`config.mk`:
```
export PLATFORM = sky130hd
export DESIGN_NAME = snoop_retry_unit
export DESIGN_NICKNAME = d
export VERILOG_FILES = /design/src/rtl/snoop_pkg.sv /design/src/rtl/snoop_qual.sv /design/src/rtl/snoop_tags.sv /design/src/rtl/snoop_line_queue.sv /design/src/rtl/snoop_retry_unit.sv
export SDC_FILE = /design/constraint.sdc
export NUM_CORES = 1
export LEC_CHECK = 0
export BUFFER_PORTS_ARGS = -buffer_cell sky130_fd_sc_hd__buf_2
export CORE_MARGIN = 8
export CORE_UTILIZATION = 45
export DETAILED_ROUTE_END_ITERATION = 8
export PLACE_DENSITY = 0.71
export SYNTH_ARGS = -nofsm -noshare
export SYNTH_HDL_FRONTEND = slang
export SYNTH_SLANG_ARGS = --single-unit
```
`constraint.sdc`:
```
create_clock -name clk -period 6.5 [get_ports clk]
set_input_delay 0.325 -clock clk [delete_from_list [all_inputs] [get_ports clk]]
set_output_delay 0.325 -clock clk [all_outputs]
set_load 0.03 [all_outputs]
```
`src/rtl/snoop_pkg.sv`:
```
// Package: shared types for the snoop qualification and retry unit.
// Assumes: one open cache request at a time, tracked by kind.
package snoop_pkg;
    typedef enum logic {
        KIND_INV  = 1'b0,
        KIND_PUSH = 1'b1
    } snoop_kind_t;
endpackage

```
`src/rtl/snoop_qual.sv`:
```
// Module: snoop_qual
// Decides whether a transfer start must be snooped, checks the per-byte
// odd address parity and reduces the address to its line number.
// Assumes: purely combinational; ADDR_W is a multiple of 8.
module snoop_qual #(
    parameter int ADDR_W   = 32,
    parameter int OFS_W    = 5,
    parameter int TT_W     = 5,
    parameter logic [TT_W-1:0] WK_MASK  = 5'b01000,
    parameter logic [TT_W-1:0] WK_MATCH = 5'b01000,
    parameter int LINE_W   = ADDR_W - OFS_W
) (
    input  logic                  ts_i,
    input  logic                  gbl_i,
    input  logic [TT_W-1:0]       tt_i,
    input  logic                  resv_i,
    input  logic [ADDR_W-1:0]     addr_i,
    input  logic [ADDR_W/8-1:0]   apar_i,
    output logic                  qual_o,
    output logic                  wk_o,
    output logic                  par_bad_o,
    output logic [LINE_W-1:0]     line_o
);
    localparam int NBYTES = ADDR_W / 8;

    logic [NBYTES-1:0] byte_bad;

    // Per-byte odd parity: a byte is bad when its bits plus parity are even.
    genvar b;
    generate
        for (b = 0; b < NBYTES; b++) begin : g_par
            assign byte_bad[b] = ~(^{addr_i[8*b +: 8], apar_i[b]});
        end
    endgenerate

    // Qualification: global attribute, or reservation plus write/kill type.
    always_comb begin
        wk_o      = ((tt_i & WK_MASK) == WK_MATCH);
        qual_o    = ts_i && (gbl_i || (resv_i && wk_o));
        par_bad_o = |byte_bad;
        line_o    = addr_i[ADDR_W-1:OFS_W];
    end
endmodule

```
`src/rtl/snoop_tags.sv`:
```
// Module: snoop_tags
// Direct-mapped L1 data tag store holding valid, modified and full line.
// Answers a snoop lookup combinationally and applies install and snoop
// outcome updates. Assumes: an install in the same cycle as an update to
// the same set wins.
module snoop_tags #(
    parameter int LINE_W = 27,
    parameter int SETS   = 8,
    parameter int IDX_W  = $clog2(SETS)
) (
    input  logic              clk,
    input  logic              rst_n,
    input  logic [LINE_W-1:0] look_line_i,
    output logic              hit_o,
    output logic              hit_mod_o,
    input  logic              wr_i,
    input  logic [LINE_W-1:0] wr_line_i,
    input  logic              wr_mod_i,
    input  logic              upd_i,
    input  logic [IDX_W-1:0]  upd_idx_i,
    input  logic              upd_keep_i
);
    logic [SETS-1:0]   vld_q;
    logic [SETS-1:0]   mod_q;
    logic [LINE_W-1:0] line_q [SETS];
    logic [IDX_W-1:0]  look_idx;
    logic [IDX_W-1:0]  wr_idx;

    // Set selection for lookup and install.
    always_comb begin
        look_idx  = look_line_i[IDX_W-1:0];
        wr_idx    = wr_line_i[IDX_W-1:0];
        hit_o     = vld_q[look_idx] && (line_q[look_idx] == look_line_i);
        hit_mod_o = mod_q[look_idx];
    end

    // Tag state: snoop outcome first, then install so that install wins.
    always_ff @(posedge clk) begin
        if (!rst_n) begin
            vld_q <= '0;
            mod_q <= '0;
            for (int s = 0; s < SETS; s++) line_q[s] <= '0;
        end else begin
            if (upd_i) begin
                mod_q[upd_idx_i] <= 1'b0;
                if (!upd_keep_i) vld_q[upd_idx_i] <= 1'b0;
            end
            if (wr_i) begin
                vld_q[wr_idx]  <= 1'b1;
                mod_q[wr_idx]  <= wr_mod_i;
                line_q[wr_idx] <= wr_line_i;
            end
        end
    end

    // an accepted invalidating outcome leaves the set invalid.
    p_inval_on_ack_r5: assert property (@(posedge clk) disable iff (!rst_n)
        (upd_i && !upd_keep_i && !(wr_i && wr_idx == upd_idx_i))
        |=> !vld_q[$past(upd_idx_i)]);

    // an accepted keeping outcome leaves the set clean.
    p_clean_on_keep_r5: assert property (@(posedge clk) disable iff (!rst_n)
        (upd_i && upd_keep_i && !(wr_i && wr_idx == upd_idx_i))
        |=> !mod_q[$past(upd_idx_i)]);
endmodule

```
`src/rtl/snoop_line_queue.sv`:
```
// Module: snoop_line_queue
// A small set of slot-addressed line entries (used for outstanding fills
// and for pending write-backs). Reports whether a looked-up line matches
// any valid entry. Assumes: the caller picks slots; a set and a clear of
// the same slot in one cycle leave the slot set.
module snoop_line_queue #(
    parameter int LINE_W = 27,
    parameter int DEPTH  = 4,
    parameter int SLOT_W = $clog2(DEPTH)
) (
    input  logic              clk,
    input  logic              rst_n,
    input  logic              set_i,
    input  logic [SLOT_W-1:0] set_slot_i,
    input  logic [LINE_W-1:0] set_line_i,
    input  logic              clr_i,
    input  logic [SLOT_W-1:0] clr_slot_i,
    input  logic [LINE_W-1:0] look_line_i,
    output logic              match_o
);
    logic [DEPTH-1:0] vld_vec;
    logic [DEPTH-1:0] hit_vec;

    genvar g;
    generate
        for (g = 0; g < DEPTH; g++) begin : g_ent
            logic              vld;
            logic [LINE_W-1:0] line;

            // Entry state: clear first, then set.
            always_ff @(posedge clk) begin
                if (!rst_n) begin
                    vld  <= 1'b0;
                    line <= '0;
                end else begin
                    if (clr_i && clr_slot_i == SLOT_W'(g)) vld <= 1'b0;
                    if (set_i && set_slot_i == SLOT_W'(g)) begin
                        vld  <= 1'b1;
                        line <= set_line_i;
                    end
                end
            end

            assign vld_vec[g] = vld;
            assign hit_vec[g] = vld && (line == look_line_i);
        end
    endgenerate

    // Any valid entry on the looked-up line.
    assign match_o = |hit_vec;

    // R6 (and R7 for write-backs): a clear empties its slot.
    p_clear_empties_r6: assert property (@(posedge clk) disable iff (!rst_n)
        (clr_i && !(set_i && set_slot_i == clr_slot_i))
        |=> !vld_vec[$past(clr_slot_i)]);

    // a set fills its slot.
    p_set_fills_r6: assert property (@(posedge clk) disable iff (!rst_n)
        set_i |=> vld_vec[$past(set_slot_i)]);
endmodule

```
`src/rtl/snoop_retry_unit.sv`:
```
// Module: snoop_retry_unit (top)
// Qualifies bus transactions of other masters for snooping, looks the
// line up in the tag store, the outstanding fills and the queued
// write-backs, and answers one cycle after transfer start with acknowledge,
// retry and parity error. A tag hit opens one push or invalidate request
// toward the cache. Assumes: one open request at a time; a snoop that
// arrives while a request is open is retried as a resource conflict.
module snoop_retry_unit
    import snoop_pkg::*;
#(
    parameter int ADDR_W  = 32,
    parameter int OFS_W   = 5,
    parameter int TT_W    = 5,
    parameter int SETS    = 8,
    parameter int N_FILL  = 4,
    parameter int N_WB    = 4,
    parameter int LINE_W  = ADDR_W - OFS_W,
    parameter int FILL_SW = $clog2(N_FILL),
    parameter int WB_SW   = $clog2(N_WB)
) (
    input  logic                 clk,
    input  logic                 rst_n,
    input  logic                 ts_i,
    input  logic                 gbl_i,
    input  logic [TT_W-1:0]      tt_i,
    input  logic                 resv_i,
    input  logic [ADDR_W-1:0]    addr_i,
    input  logic [ADDR_W/8-1:0]  apar_i,
    input  logic                 tag_wr_i,
    input  logic [LINE_W-1:0]    tag_wr_line_i,
    input  logic                 tag_wr_mod_i,
    input  logic                 fill_set_i,
    input  logic [FILL_SW-1:0]   fill_set_slot_i,
    input  logic [LINE_W-1:0]    fill_set_line_i,
    input  logic                 fill_last_i,
    input  logic [FILL_SW-1:0]   fill_last_slot_i,
    input  logic                 wb_set_i,
    input  logic [WB_SW-1:0]     wb_set_slot_i,
    input  logic [LINE_W-1:0]    wb_set_line_i,
    input  logic                 wb_grant_i,
    input  logic [WB_SW-1:0]     wb_grant_slot_i,
    input  logic                 req_ack_i,
    output logic                 aack_o,
    output logic                 artry_o,
    output logic                 perr_o,
    output logic                 push_req_o,
    output logic                 inv_req_o,
    output logic [LINE_W-1:0]    req_line_o
);
    localparam int IDX_W = $clog2(SETS);

    logic              qual, wk, par_bad;
    logic [LINE_W-1:0] line;
    logic              tag_hit, tag_mod, fill_hit, wb_hit;
    logic              look, retry_d, new_req, upd, upd_keep;

    logic              aack_q, artry_q, perr_q, pend_q, wk_q;
    snoop_kind_t       kind_q;
    logic [LINE_W-1:0] line_q;

    snoop_qual #(
        .ADDR_W (ADDR_W),
        .OFS_W  (OFS_W),
        .TT_W   (TT_W),
        .LINE_W (LINE_W)
    ) u_qual (
        .ts_i      (ts_i),
        .gbl_i     (gbl_i),
        .tt_i      (tt_i),
        .resv_i    (resv_i),
        .addr_i    (addr_i),
        .apar_i    (apar_i),
        .qual_o    (qual),
        .wk_o      (wk),
        .par_bad_o (par_bad),
        .line_o    (line)
    );

    snoop_tags #(
        .LINE_W (LINE_W),
        .SETS   (SETS)
    ) u_tags (
        .clk         (clk),
        .rst_n       (rst_n),
        .look_line_i (line),
        .hit_o       (tag_hit),
        .hit_mod_o   (tag_mod),
        .wr_i        (tag_wr_i),
        .wr_line_i   (tag_wr_line_i),
        .wr_mod_i    (tag_wr_mod_i),
        .upd_i       (upd),
        .upd_idx_i   (line_q[IDX_W-1:0]),
        .upd_keep_i  (upd_keep)
    );

    snoop_line_queue #(
        .LINE_W (LINE_W),
        .DEPTH  (N_FILL)
    ) u_fill (
        .clk         (clk),
        .rst_n       (rst_n),
        .set_i       (fill_set_i),
        .set_slot_i  (fill_set_slot_i),
        .set_line_i  (fill_set_line_i),
        .clr_i       (fill_last_i),
        .clr_slot_i  (fill_last_slot_i),
        .look_line_i (line),
        .match_o     (fill_hit)
    );

    snoop_line_queue #(
        .LINE_W (LINE_W),
        .DEPTH  (N_WB)
    ) u_wb (
        .clk         (clk),
        .rst_n       (rst_n),
        .set_i       (wb_set_i),
        .set_slot_i  (wb_set_slot_i),
        .set_line_i  (wb_set_line_i),
        .clr_i       (wb_grant_i),
        .clr_slot_i  (wb_grant_slot_i),
        .look_line_i (line),
        .match_o     (wb_hit)
    );

    // Snoop decision: a conflict retries, otherwise any match retries.
    always_comb begin
        look     = qual && !pend_q;
        retry_d  = (qual && pend_q) || (look && (tag_hit || fill_hit || wb_hit));
        new_req  = look && tag_hit;
        upd      = pend_q && req_ack_i;
        upd_keep = (kind_q == KIND_PUSH) && !wk_q;
    end

    // Response stage and the single open cache request.
    always_ff @(posedge clk) begin
        if (!rst_n) begin
            aack_q  <= 1'b0;
            artry_q <= 1'b0;
            perr_q  <= 1'b0;
            pend_q  <= 1'b0;
            wk_q    <= 1'b0;
            kind_q  <= KIND_INV;
            line_q  <= '0;
        end else begin
            aack_q  <= ts_i;
            artry_q <= retry_d;
            perr_q  <= qual && par_bad;
            if (upd) pend_q <= 1'b0;
            if (new_req) begin
                pend_q <= 1'b1;
                kind_q <= tag_mod ? KIND_PUSH : KIND_INV;
                wk_q   <= wk;
                line_q <= line;
            end
        end
    end

    assign aack_o     = aack_q;
    assign artry_o    = artry_q;
    assign perr_o     = perr_q;
    assign push_req_o = pend_q && (kind_q == KIND_PUSH);
    assign inv_req_o  = pend_q && (kind_q == KIND_INV);
    assign req_line_o = line_q;

    // every transfer start is acknowledged in the next cycle.
    p_ack_follows_ts_r1: assert property (@(posedge clk) disable iff (!rst_n)
        ts_i |=> aack_o);

    // retry only together with acknowledge.
    p_retry_with_ack_r10: assert property (@(posedge clk) disable iff (!rst_n)
        artry_o |-> aack_o);

    // parity error only together with acknowledge.
    p_perr_with_ack_r3: assert property (@(posedge clk) disable iff (!rst_n)
        perr_o |-> aack_o);

    // never both request kinds at once.
    p_one_kind_r4: assert property (@(posedge clk) disable iff (!rst_n)
        $onehot0({push_req_o, inv_req_o}));

    // an unaccepted request keeps its kind and line.
    p_req_held_r4: assert property (@(posedge clk) disable iff (!rst_n)
        ((push_req_o || inv_req_o) && !req_ack_i)
        |=> ((push_req_o || inv_req_o) && $stable(req_line_o)
             && $stable(push_req_o)));

    // a global snoop during an open request is retried.
    p_pending_retries_r8: assert property (@(posedge clk) disable iff (!rst_n)
        ((push_req_o || inv_req_o) && ts_i && gbl_i) |=> artry_o);

    // a transfer that cannot qualify causes no retry and no parity error.
    p_unqual_quiet_r2: assert property (@(posedge clk) disable iff (!rst_n)
        (ts_i && !gbl_i && !resv_i) |=> (!artry_o && !perr_o));
endmodule

```
==> impl_metrics.env <==
export IMPL_clk_pin_slew_ns=0.06
export IMPL_drv_slew=0
export IMPL_ios=174
export IMPL_drc=0
export IMPL_groute_usage_overall_pct=22.5
export IMPL_htree_num_levels=2
export IMPL_final_cell_mix="nand2_1 (507), dfxtp_1 (273), a21boi_0 (223)"
export IMPL_cts_setup_buffers=0
export IMPL_grt_pass1_wl_um=101000
export IMPL_cts_sinks=489
export IMPL_io_buffers=169
export IMPL_rsz0062_at_grt="no"
export IMPL_p_int_w=0.00544
export IMPL_worst_pin_slew_ns=1.25
export IMPL_crit_buf_inv=2
export IMPL_layout_min_cycle_time_ns=3.59
export IMPL_core_um2=50200
export IMPL_crit_path_start_kind="input pin"
export IMPL_fin_crit_sh_pct=55.3
export IMPL_ys_ff_latch=489
export IMPL_crit_path_cell_trace="buf_4 -> buf_4 -> mux4_2 -> mux2i_1 -> xor2_1 -> o21ai_0 -> nor4_2 -> and4_2 -> mux2i_1"
export IMPL_cts_resized=0
export IMPL_root_buffer="clkbuf_16"
export IMPL_layout_drive_gt1_share_pct=13.9
export IMPL_routedWlPerCell_um=22.4
export IMPL_areaGrowthSynthToFinish_pct=13.9
export IMPL_synth_edf_count=216
export IMPL_dp_hpwl_um=43600
export IMPL_grt_max_degree=123
export IMPL_hold_viol=0
export IMPL_power_density_nw_per_um2=274
export IMPL_finalNetCount=2461
export IMPL_cap_violations=0
export IMPL_avgSynthCellArea_um2=10.4
export IMPL_p_total_w=0.00715
export IMPL_fin_skew_ns=0.0192
export IMPL_clockBufferDepth=3
export IMPL_switching_share_pct=24.0
export IMPL_seqCellArea_um2=12000
export IMPL_grt_pass1_vias=16500
export IMPL_die_x_um=242
export IMPL_p_clk_share_pct=42.5
export IMPL_cp_max_fo=43
export IMPL_num_vias=16500
export IMPL_first_iter_violations=1656
export IMPL_synth_ff_type="dfxtp_1"
export IMPL_grt_antenna_before_repair=10
export IMPL_async_flop_share_pct=0
export IMPL_ys_warnings_count=0
export IMPL_crit_path_end_kind="flip-flop"
export IMPL_status="finished, final reports clean"
export IMPL_worstPathRequired_ns=7.00
export IMPL_clock_fmax_ghz=0.278
export IMPL_n_fill_cell=4370
export IMPL_arrival_ns=4.09
export IMPL_vias_per_cell=5.44
export IMPL_insertion_delay_ns=0.59
export IMPL_p_leak_nw=9.38
export IMPL_num_rows=82
export IMPL_vdd_drop_max_v=0.000225
export IMPL_die_area_um2=58300
export IMPL_power_switching_w=0.00171
export IMPL_syn_cell_area_um2=22900
export IMPL_numCtsBuffers=52
export IMPL_critical_path_class="input pin to flip-flop"
export IMPL_setup_viol=0
export IMPL_drt_total_wl_um=68100
export IMPL_globalRoute_totalOverflow=0
export IMPL_synth_seq_area_share_pct=52.2
export IMPL_die_h_um=242
export IMPL_start_util_pct=45.6
export IMPL_synthesis_instances=2198
export IMPL_synth_cell_types=58
export IMPL_cpMaxStageDelayCell="and4_2"
export IMPL_pwr_share_comb_pct=9.8
export IMPL_cts_tree="built"
export IMPL_final_common_cell="nand2_1"
export IMPL_crit_family="simple AND/OR/NAND/NOR gates"
export IMPL_cpPeakStageDelay_ns=0.99
export IMPL_hold_class="input pin to flip-flop"
export IMPL_dr_pass1_iters=5
export IMPL_p_seq_share_pct=47.7
export IMPL_gp_congestion=0.835
export IMPL_slew_headroom_pct=16.5
export IMPL_fin_setup_tns_ns=0
export IMPL_final_antenna_net_count=0
export IMPL_multi_input_area_um2=10400
[synthesized netlist by cell type (all sizes together) (16+ instances only)]
library cell	n	area share, %
clkbuf	93	1.5
xor2	99	3.8
dfxtp	273	24
edfxtp	216	28
mux4	29	2.9
xnor2	166	6.4
a21boi	223	7.3
buf	53	1.4
nand4	45	1.2
mux2i	86	3.8
and2	196	5.4
nor4	33	0.96
nand2	507	8.3
o21ai	24	0.52
nor2	20	0.33
a21oi	16	0.35
a22oi	16	0.52
[logic make-up (layout without fill, tap and decap cells)]
family	count (synthesis)	after routing	share of synthesized area, %
flip-flops	489	489	52.2
multiplexers	116	116	6.66
other	1	18	0.0164
AO/OA/AOI/OAI	311	311	9.86
XOR/XNOR	265	265	10.1
buffers and inverters	151	301	3.02
AND/OR/NAND/NOR	865	865	18.1
[flip-flops by register name, indices dropped and copies added, names as in the netlist]
register	cells
u_tags.line_q	216
u_fill.g_ent.line	108
u_wb.g_ent.line	108
req_line_o	27
u_tags.mod_q	8
u_tags.vld_q	8
u_fill.g_ent.vld	4
u_wb.g_ent.vld	4
aack_o	1
artry_o	1
kind_q	1
pend_q	1
perr_o	1
wk_q	1
[power by group through the flow]
stage | sequential (W) | clock [W] | combinational [W]
finish | 0.00341 | 0.00304 | 0.000700
global route | 0.00342 | 0.00318 | 0.000751
CTS | 0.00341 | 0.00308 | 0.000697
detailed placement | 0.00348 | 0 | 0.000690
global placement | 0.00347 | 0 | 0.000679
floorplan | 0.00346 | 0 | 0.000438
[routing by layer]
layer  track usage [%]  part of all wire (%)
met4              9.15                   3.5
met3              4.40                   7.7
met5                 0                 0.094
met1              28.7                    41
met2              37.0                    48
[cell type report]
type                            count  area share, %
Antenna cell                        6         0.0576
Clock buffer                       72           5.67
Clock inverter                     22          0.993
Inverter                            5         0.0720
Multi-Input combinational cell   1569           39.9
Sequential cell                   489           45.8
Tap cell                          672           3.22
Timing Repair Buffer              202           4.28
[tightest hold or removal path, stage by stage]
cell and delay (ns):
buf_2 0.13, nand2_1 0.05, a21boi_0 0.06
[metrics by stage]
step	cell area, um2	util [%]	setup WS, ns	hold WS [ns]	instances
after floorplan	22900	-	3.43	0.430	2209
after global placement	24300	48.4	2.36	0.439	2932
after detailed placement	24300	48.4	2.32	0.445	2932
after CTS	26100	51.9	2.94	0.000959	3031
after global routing	26100	52.0	2.71	0.0212	3035
final	26100	52.0	2.91	0.0269	3037
[what timing repair did]
action,4_1_cts,5_1_grt
hold buffers,5,0
endpoints found under the hold margin,6,0
endpoints found under the setup margin,0,0
[final timing paths]
check / startpoint / endpoint / slack [ns] / cells past startpoint
max: addr_i[6] / req_line_o[13] / 2.91 / 9
min: wb_set_line_i[5] / u_wb.g_ent[3].line[5] / 0.03 / 3
max reg2reg: u_tags.line_q[7][5] / req_line_o[13] / 3.26 / 7
min reg2reg: req_line_o[18] / req_line_o[18] / 0.45 / 2
(Power assumes the default switching activity.)
